### config.mk
export PLATFORM = sky130hd
export DESIGN_NAME = plm_top
export DESIGN_NICKNAME = d
export VERILOG_FILES = /design/src/rtl/plm_pkg.sv /design/src/rtl/plm_addr_split.sv /design/src/rtl/plm_lane_merge.sv /design/src/rtl/plm_top.sv
export SDC_FILE = /design/constraint.sdc
export NUM_CORES = 1
export LEC_CHECK = 0
export ABC_CLOCK_PERIOD_IN_PS = 1800
export BUFFER_PORTS_ARGS = -buffer_cell sky130_fd_sc_hd__buf_2
export CAP_MARGIN = 20
export CORE_MARGIN = 2
export CORE_UTILIZATION = 35
export CTS_CLUSTER_DIAMETER = 30
export DETAILED_ROUTE_END_ITERATION = 8
export PLACE_DENSITY = 0.68
export REMOVE_ABC_BUFFERS = 1
export SYNTH_ARGS = -nofsm -noshare
export SYNTH_HDL_FRONTEND = slang
export SYNTH_SLANG_ARGS = --single-unit
### constraint.sdc
create_clock -name clk -period 1.8 [get_ports clk]
set_input_delay 0 -clock clk [delete_from_list [all_inputs] [get_ports clk]]
set_output_delay 0 -clock clk [all_outputs]
set_load 0.02 [all_outputs]
### src/rtl/plm_pkg.sv
package plm_pkg;
    localparam logic [1:0] PLM_SZ_WORD  = 2'b00;
    localparam logic [1:0] PLM_SZ_DWORD = 2'b01;
    localparam logic       PLM_DIR_LEFT  = 1'b0;
    localparam logic       PLM_DIR_RIGHT = 1'b1;
    localparam int unsigned PLM_WORD_LANES = 4;
endpackage

### src/rtl/plm_addr_split.sv
module plm_addr_split #(
    parameter int unsigned AW = 32
) (
    input  logic [AW-1:0] addr,
    input  logic          dword,
    output logic [AW-1:0] aligned,
    output logic [2:0]    offset
);
    logic [2:0] keep_mask;

    always_comb begin
        keep_mask = dword ? 3'b111 : 3'b011;
        offset    = addr[2:0] & keep_mask;
        aligned   = {addr[AW-1:3], addr[2:0] & ~keep_mask};
    end

    always_comb begin
        if (!dword) assert (offset[2] == 1'b0)
            else $error("p_word_offset_r1: word offset exceeds 3");
    end
endmodule

### src/rtl/plm_lane_merge.sv
module plm_lane_merge #(
    parameter int unsigned LANES = 8
) (
    input  logic [LANES*8-1:0]         mem,
    input  logic [LANES*8-1:0]         old,
    input  logic [$clog2(LANES)-1:0]   off,
    input  logic                       right,
    output logic [LANES*8-1:0]         res
);
    localparam int unsigned IW = $clog2(LANES);

    logic [7:0] mem_b [LANES];
    logic [7:0] old_b [LANES];

    genvar gi;
    generate
        for (gi = 0; gi < LANES; gi++) begin : g_lane
            localparam logic [IW-1:0] LI = IW'(gi);
            logic [IW-1:0] sel_l;
            logic [IW-1:0] sel_r;
            logic          take_l;
            logic          take_r;

            assign mem_b[gi] = mem[gi*8 +: 8];
            assign old_b[gi] = old[gi*8 +: 8];

            always_comb begin
                sel_l  = LI - off;
                sel_r  = ~(off - LI);
                take_l = (off <= LI);
                take_r = (LI <= off);
                if (!right) res[gi*8 +: 8] = take_l ? mem_b[sel_l] : old_b[gi];
                else        res[gi*8 +: 8] = take_r ? mem_b[sel_r] : old_b[gi];
            end
        end
    endgenerate

    always_comb begin
        if (!right && off == '0)
            assert (res == mem) else $error("p_full_left_r4: left offset 0 not full load");
        if (right && off == {IW{1'b1}})
            assert (res == mem) else $error("p_full_right_r5: right top offset not full load");
        if (!right)
            assert (res[7:0] == ((off == '0) ? mem[7:0] : old[7:0]))
                else $error("p_left_lsb_r2: lowest byte source wrong");
    end
endmodule

### src/rtl/plm_top.sv
module plm_top #(
    parameter int unsigned AW   = 32,
    parameter int unsigned XLEN = 64
) (
    input  logic            clk,
    input  logic            rst_n,
    input  logic            in_valid,
    output logic            in_ready,
    input  logic [AW-1:0]   in_addr,
    input  logic [XLEN-1:0] in_mem,
    input  logic [XLEN-1:0] in_old,
    input  logic            in_dir,
    input  logic [1:0]      in_size,
    output logic            out_valid,
    input  logic            out_ready,
    output logic [XLEN-1:0] out_data,
    output logic [AW-1:0]   out_addr,
    output logic            out_err
);
    import plm_pkg::*;

    localparam int unsigned DW_LANES = XLEN / 8;
    localparam int unsigned WL       = PLM_WORD_LANES;
    localparam int unsigned WBITS    = WL * 8;

    typedef struct packed {
        logic            vld;
        logic            err;
        logic            dw;
        logic [XLEN-1:0] data;
        logic [AW-1:0]   addr;
    } plm_state_t;

    plm_state_t st_d, st_q;

    logic            is_dw;
    logic            bad_size;
    logic            accept;
    logic [AW-1:0]   aligned;
    logic [2:0]      offset;
    logic [XLEN-1:0] dw_res;
    logic [WBITS-1:0] w_res;
    logic [XLEN-1:0] merged;

    assign is_dw    = (in_size == PLM_SZ_DWORD);
    assign bad_size = in_size[1];

    plm_addr_split #(.AW(AW)) u_split (
        .addr    (in_addr),
        .dword   (is_dw),
        .aligned (aligned),
        .offset  (offset)
    );

    plm_lane_merge #(.LANES(DW_LANES)) u_dw (
        .mem   (in_mem),
        .old   (in_old),
        .off   (offset[$clog2(DW_LANES)-1:0]),
        .right (in_dir),
        .res   (dw_res)
    );

    plm_lane_merge #(.LANES(WL)) u_w (
        .mem   (in_mem[WBITS-1:0]),
        .old   (in_old[WBITS-1:0]),
        .off   (offset[$clog2(WL)-1:0]),
        .right (in_dir),
        .res   (w_res)
    );

    always_comb begin
        in_ready = !st_q.vld || out_ready;
        accept   = in_valid && in_ready;
        merged   = is_dw ? dw_res : {{(XLEN-WBITS){w_res[WBITS-1]}}, w_res};

        st_d     = st_q;
        st_d.err = 1'b0;
        if (st_q.vld && out_ready) st_d.vld = 1'b0;
        if (accept) begin
            if (bad_size) begin
                st_d.err = 1'b1;
            end else begin
                st_d.vld  = 1'b1;
                st_d.dw   = is_dw;
                st_d.data = merged;
                st_d.addr = aligned;
            end
        end
    end

    always_ff @(posedge clk or negedge rst_n) begin
        if (!rst_n) st_q <= '0;
        else        st_q <= st_d;
    end

    assign out_valid = st_q.vld;
    assign out_data  = st_q.data;
    assign out_addr  = st_q.addr;
    assign out_err   = st_q.err;

    p_hold_r8: assert property (@(posedge clk) disable iff (!rst_n)
        (out_valid && !out_ready) |=> (out_valid && $stable(out_data) && $stable(out_addr)));
    p_accept_r7: assert property (@(posedge clk) disable iff (!rst_n)
        (in_valid && in_ready && !in_size[1]) |=> out_valid);
    p_err_cause_r9: assert property (@(posedge clk) disable iff (!rst_n)
        out_err |-> $past(in_valid && in_ready && in_size[1]));
    p_err_noout_r9: assert property (@(posedge clk) disable iff (!rst_n)
        out_err |-> !$rose(out_valid));
    p_sext_r6: assert property (@(posedge clk) disable iff (!rst_n)
        (out_valid && !st_q.dw) |-> (out_data[XLEN-1:WBITS] == {(XLEN-WBITS){out_data[WBITS-1]}}));
    p_align_r1: assert property (@(posedge clk) disable iff (!rst_n)
        out_valid |-> (out_addr[1:0] == 2'b00 && (!st_q.dw || !out_addr[2])));
endmodule

# Yosys cells after proc, flatten, opt, wreduce, memory -nomap -nowiden
# Index checks and enable logic that the tools add are counted.
op_classes:
  n_shift: 0
  multipliers: 0
  reduce_logical: 5
  addsub: 22
  n_mux: 115
  n_bitwise: 40
  div_mod_pow: 0
  magnitude_cmp: 48
  n_eq_ne: 1
op_table:
  columns: ["cell", "n"]
  rows:
  - ["two-way mux 8 bit", 84]
  - ["binary-select mux 8 bit (select 3 bit)", 16]
  - ["binary-select mux 8 bit (select 2 bit)", 8]
  - ["two-way mux 99 bit", 1]
  - ["two-way mux 97 bit", 1]
  - [">= comparator 4 bit (second input constant)", 16]
  - ["two-way mux 64 bit", 1]
  - ["inverter 3 -> 4 bit", 16]
  - ["inverter 3 bit", 9]
  - [">= comparator 3 bit (second input constant)", 8]
  - ["inverter 2 -> 3 bit", 8]
  - ["<= comparator 3 bit (first input constant)", 4]
  - ["<= comparator 3 bit (second input constant)", 4]
  - ["subtractor 3 bit (first input constant)", 4]
  - ["subtractor 3 bit (second input constant)", 4]
  - ["inverter 2 bit", 4]
  - ["AND 3 bit", 2]
  - ["<= comparator 1 x 3 -> 1 bit (first input constant)", 2]
  - ["<= comparator 2 x 3 -> 1 bit (first input constant)", 2]
  - ["<= comparator 3 x 1 -> 1 bit (second input constant)", 2]
  - ["<= comparator 3 x 2 -> 1 bit (second input constant)", 2]
  - ["subtractor 1 x 3 -> 3 bit (first input constant)", 2]
  - ["subtractor 2 x 3 -> 3 bit (first input constant)", 2]
  - ["subtractor 3 x 2 -> 3 bit (second input constant)", 2]
  - ["17 further kinds", 27]
totals:
  inputBits: 167
  wordCells: 236
  output_inout_bits: 99
  ram_bits: 0
  latch_bits: 0
  register_bits: 99
  memories: 0
  rom_bits: 0

# Longest topological paths before layout
logic_depth:
  depth_word: 14
  depth_mapped: 14
  depth_no_buf: 8

# By module
# A second synthesis with hierarchy kept.
hier_totals:
  cells_unflattened: 1187
  hier_area_um2: 11870.1
modules_own_cells:
  columns: ["mod", "cells_each", "area_each_um2", "seq_area_each_um2", "n_inst"]
  rows:
  - ["plm_lane_merge (u_dw)", 493, 4911.0, 0.0, 1]
  - ["plm_top", 358, 4539.4, 2452.4, 1]
  - ["plm_lane_merge (u_w)", 300, 2152.1, 0.0, 1]
  - ["plm_addr_split", 36, 267.8, 0.0, 1]

# Worst setup path after synthesis
# OpenSTA, ideal clock, no wires.
synth_timing:
  kind: "input port to flip-flop"
  from: "input port in_addr[0]"
  to: "register st_q (netlist bit out_data[62])"
  path_slack_ns: -0.961
  t_arrival_ns: 2.635
  t_required_ns: 1.674
  path_stages: 13
  path_cell_list: "buf_6 -> buf_6 -> buf_4 -> inv_2 -> buf_2 -> ha_1 -> buf_2 -> buf_4 -> buf_2 -> mux4_2 -> o22ai_1 -> nor3_1 -> o32a_1"
synth_via:
  elab_chain_len: 10
  word_cells_on_any_way: 34
synth_lines:
  columns: ["item", "line_no", "rtl"]
  rows:
  - ["start, declared", "plm_top.sv:9", "input logic [AW-1:0] in_addr,"]
  - ["AND 3 bit *", "plm_addr_split.sv:13", "offset = addr[2:0] & keep_mask;"]
  - ["subtractor 3 bit / subtractor 2 bit (equally long branches)", "plm_lane_merge.sv:29", "sel_r = ~(off - LI);"]
  - ["inverter 3 bit / inverter 2 bit (equally long branches)", "plm_lane_merge.sv:29", null]
  - ["inverter 3 -> 4 bit (implied by the code) / inverter 2 -> 3 bit (equally long branches)", "plm_lane_merge.sv:33", "else res[gi*8 +: 8] = take_r ? mem_b[sel_r] : old_b[gi];"]
  - ["binary-select mux 8 bit (select 3 bit) / binary-select mux 8 bit (select 2 bit) (equally long branches)", "plm_lane_merge.sv:33", null]
  - ["two-way mux 8 bit (implied by the code) (2 in a row)", "plm_lane_merge.sv:33", null]
  - ["two-way mux 8 bit", "plm_lane_merge.sv:33", null]
  - ["two-way mux 8 bit", "plm_lane_merge.sv:32", "if (!right) res[gi*8 +: 8] = take_l ? mem_b[sel_l] : old_b[gi];"]
  - ["two-way mux 64 bit *", "plm_top.sv:74", "merged = is_dw ? dw_res : {{(XLEN-WBITS){w_res[WBITS-1]}}, w_res};"]
  - ["end signal, assigned", "plm_top.sv:93", "else st_q <= st_d;"]
  - ["end, declared", "plm_top.sv:34", "plm_state_t st_d, st_q;"]
# Every way passes the cells marked *; elsewhere a longest branch is shown, timed or not. The select of a mux whose other input is x is not followed.
# A chain may end at the register's enable or synchronous reset.

# Worst setup path in the final report
layout_timing:
  from: "register st_q (netlist bit out_valid)"
  to: "register st_q (netlist bit out_data[53])"
layout_via:
  elab_chain_len: 4
layout_lines:
  columns: ["item", "line_no", "rtl"]
  rows:
  - ["zero test 1 bit", "plm_top.sv:72", "in_ready = !st_q.vld || out_ready;"]
  - ["logical OR 1 bit", "plm_top.sv:72", null]
  - ["logical AND 1 bit", "plm_top.sv:73", "accept = in_valid && in_ready;"]
  - ["AND reduction 2 bit (no source line)", null, null]
# Every way passes these cells.

==> summary.md <==
| Metric | Value |
|---|---|
| Post-Synth Adder-Cell Area | roughly 1.1% |
| Reg clk slew, reported paths | ~0.080 ns |
| Xor and xnor area share after synthesis | less than 1% |
| WS Path Type | flip-flop to flip-flop |
| Yosys reg bits | 96 |
| Vias/cell | a little over 6 |
| Most frequent cell after synthesis | nand2_1 |
| DRC | 0 |
| Placed cell areas | between 10,000 and 15,000 um2 |
| R2R Path End | out_data[53] |
| Syn Inst Count | between 1,000 and 1,500 |
| Cell total after placement | around 1,700 |
| Vias post-DR | 10,821 |
| TNS Setup | -0.0298 ns |
| Synth warn | 0 |
| Total Power | 9.39 mW |
| CTS Buffer Depth | 2 |
| Post-layout util | between 40% and 50% |
| DP Worst Slack | -0.398 ns |
| H-tree Lvls | 3 |
| Synth Area in Simple Gates | between 10% and 20% |
| Post-synth top area cell | dfrtp_1 |
| Routed Wire Length | approximately 42,000 um |
| WP buf/inv | 2 |
| Worst-Skew Late Latency | approximately 0.37 ns |
| Seq pwr share | between 30% and 40% |
| Layout area overhead | 39.4% |
| Pwr Density | between 700 and 800 nW/um2 |
| Critical path data arrival time | around 2 ns |
| Logic depth of the worst path, buffers included | 5 |
| Core area | between 20,000 and 30,000 um2 |
| Initial antenna violation count | 10 |
| CP Launch Type | flip-flop |
| Mean Syn Cell Area | between 9 and 10 um2 |
| NumNets Final | between 1,500 and 2,000 |
| Synth cell count leaders | nand2_1, mux2i_1, dfrtp_1 |
| Compound-Gate Fraction of Synth Area | between 20% and 30% |
| Top delay family on crit path | simple AND/OR/NAND/NOR gates |
| Initial core utilization | between 30% and 40% |
| Critical-path cell list | nor2b_1 > or3_4 > buf_6 > buf_12 > a221o_1 |
| Yosys cell types | between 50 and 60 |
| Sink Count | 96 |
| Final period util | 101% |
| Internal power | approximately 5.6 mW |
| P_sw | 3.77 mW |
| Crit path from | out_valid |
| Die Y | between 150 and 200 um |
| Mapped Area | between 9000 and 10,000 um2 |
| CP max stage delay | 0.44 ns |
| Status | finished with violations |
| Clock Skew | about 0.0097 ns |
| Final GP Congestion | between 0.9 and 1 |
| Measured slew at the worst slew-check pin | 0.770 ns |
| Worst slew margin | 48.5% |
| First-pass GRT wire length | ~63,000 um |
| Routed length per instance | approximately 24 um |
| Peak supply drop | roughly 470 uV |
| Max frequency | between 500 and 600 MHz |
| FFs w/ async S/R, synth | 100% |
| Top-area cell type share of the netlist area | between 20% and 30% |
| Sw Share | about two fifths |
| DRT Pass-1 Iters | 5 |
| Critical Path Fanout Max | 38 |
| Worst setup margin | -0.0181 ns |
| Die W | 168 um |
| Antenna viol nets, final | 0 |
| CTS tree | built |
| Non-Filler Instances | ~1,800 |
| Number of port buffers | 263 |
| Gr usage total | 29.2% |
| Vias in the first global route | about 10,000 |
| Req. time, crit path | 2.04 ns |
| RSZ-0062 raised after global routing | yes |
| Largest family of logic cells by synthesized area | multiplexers |
| CP endpoint kind | flip-flop |
| Largest cells by area after synthesis | dfrtp_1, mux4_2, mux2i_1 |
| Register area share after synthesis | between 20% and 30% |
| Hold Path Class | input pin to flip-flop |
| Clock share of power | roughly 22% |
| DR iter-0 viols | about 1,000 |
| Mux cell area share after synthesis | about a third |
| Finish-stage setup viols | 2 |
| Worst reg-to-reg path cell count | 5 |
| WHS | 0.00643 ns |
| Slowest cell on the critical path | or3_4 |
| Crit path capture | out_data[53] |
| Grt ovf | 0 |
| Post-detail-place hpwl | ~32,000 um |
| Clock root buffer | clkbuf_16 |
| Failing checks | negative setup slack |
| Clock buffer count from CTS | 9 |
| Number of synthesized flops with an enable pin | 0 |
| Min-delay src | in_old[54] |
| Pleak | just over 6 nW |
| Number of cell rows | 60 |
| Design area | between 10,000 and 15,000 um2 |
| Hold Path Depth | 4 |
| Synth Flop Type | dfrtp_1 |
| Die area | approximately 28,000 um2 |
| Largest net degree at the start of global routing | between 90 and 100 |
| Max Slew Vio Count | 0 |
| Fraction of layout cells with a size suffix above 1 | between 30% and 40% |
| Max Cap Violations | 0 |
| Worst reg-to-reg setup slack | -0.02 ns |
| Final hold vios | 0 |
| Io pins | approximately 270 |
| Combinational share of power | between 40% and 50% |
| R2R Path Start | out_valid |
| Tmin final | between 1.5 and 2 ns |
-- layout make-up --
type / count / area [um2]
timing repair buffer: 484 / 3320
antenna: 8 / 20.0
clock inverter: 4 / 53.8
tap: 341 / 427
multi-input combinational: 825 / 6620
clock buffer: 12 / 246
fill: 2501 / 13500
inverter: 8 / 30.0
sequential: 96 / 2400
-- layer usage --
| metal | vias up | part of all wire (%) | GRT usage (%) |
|---|---|---|---|
| met5 | - | 0.031 | 0 |
| met4 | 2 | 4.3 | 13.3 |
| met3 | 93 | 10 | 6.18 |
| met2 | 717 | 45 | 45.5 |
| met1 | 5207 | 40 | 39.2 |
| li1 | 4802 | - | - |
-- registers in the layout (all words and copies together) (netlist names) --
register and count:
out_data 64, out_addr 30, out_valid 1, out_err 1
-- power by group through the flow --
stage / registers, mW / logic, mW / clock network [mW]
2_1_floorplan: 3.32 / 1.83 / 0
3_3_place_gp: 2.85 / 4.22 / 0
3_5_place_dp: 2.86 / 4.27 / 0
4_1_cts: 2.82 / 4.40 / 2.12
5_1_grt: 2.87 / 4.77 / 2.21
6_report: 2.82 / 4.47 / 2.09
-- worst min-delay path by stage --
stage                         endpoint
after floorplan           out_addr[10]
after global placement    out_addr[25]
after detailed placement  out_addr[25]
after CTS                 out_data[48]
after global routing      out_data[48]
final                     out_data[54]
-- what timing repair did --
action                                 in CTS  in global routing
gates resized for setup                     4                 19
hold buffers                               47                  0
setup endpoints to repair                  11                 44
endpoints found under the hold margin     142                  0
buffers inserted                            0                  3
cloned                                      1                  0
pin swaps                                   0                  1
-- layout by cell type, fill, tap and decap left out, types with 15 or more instances in the layout --
cell type	Yosys	final
buf_2	21	261
nand2_1	164	164
buf_4	7	155
mux2i_1	125	124
dfrtp_1	96	96
mux4_2	75	75
nor2_1	65	65
dlygate4sd3_1	0	47
a21oi_1	45	45
a211oi_1	44	44
o21ai_1	34	34
nor3_1	33	32
o22ai_1	24	23
a22oi_1	23	20
a211o_1	16	16
o211ai_1	16	16
o21ai_0	15	15
a31oi_1	15	15
-- worst register-to-register path: cells and delay by family, from the launching register on --
kind / cells / cell delay, ns
flip-flops: 1 / 0.38
buffers and inverters: 2 / 0.33
AND/OR/NAND/NOR: 2 / 0.61
AO/OA/AOI/OAI: 1 / 0.38
-- cells by family after synthesis --
family,Yosys count
AO/OA/AOI/OAI,301
XOR/XNOR,1
adder cells (fa/ha/maj),8
buffers and inverters,105
flip-flops,96
multiplexers,203
other,1
AND/OR/NAND/NOR,310
No activity file was read; power rests on OpenSTA's default activity.
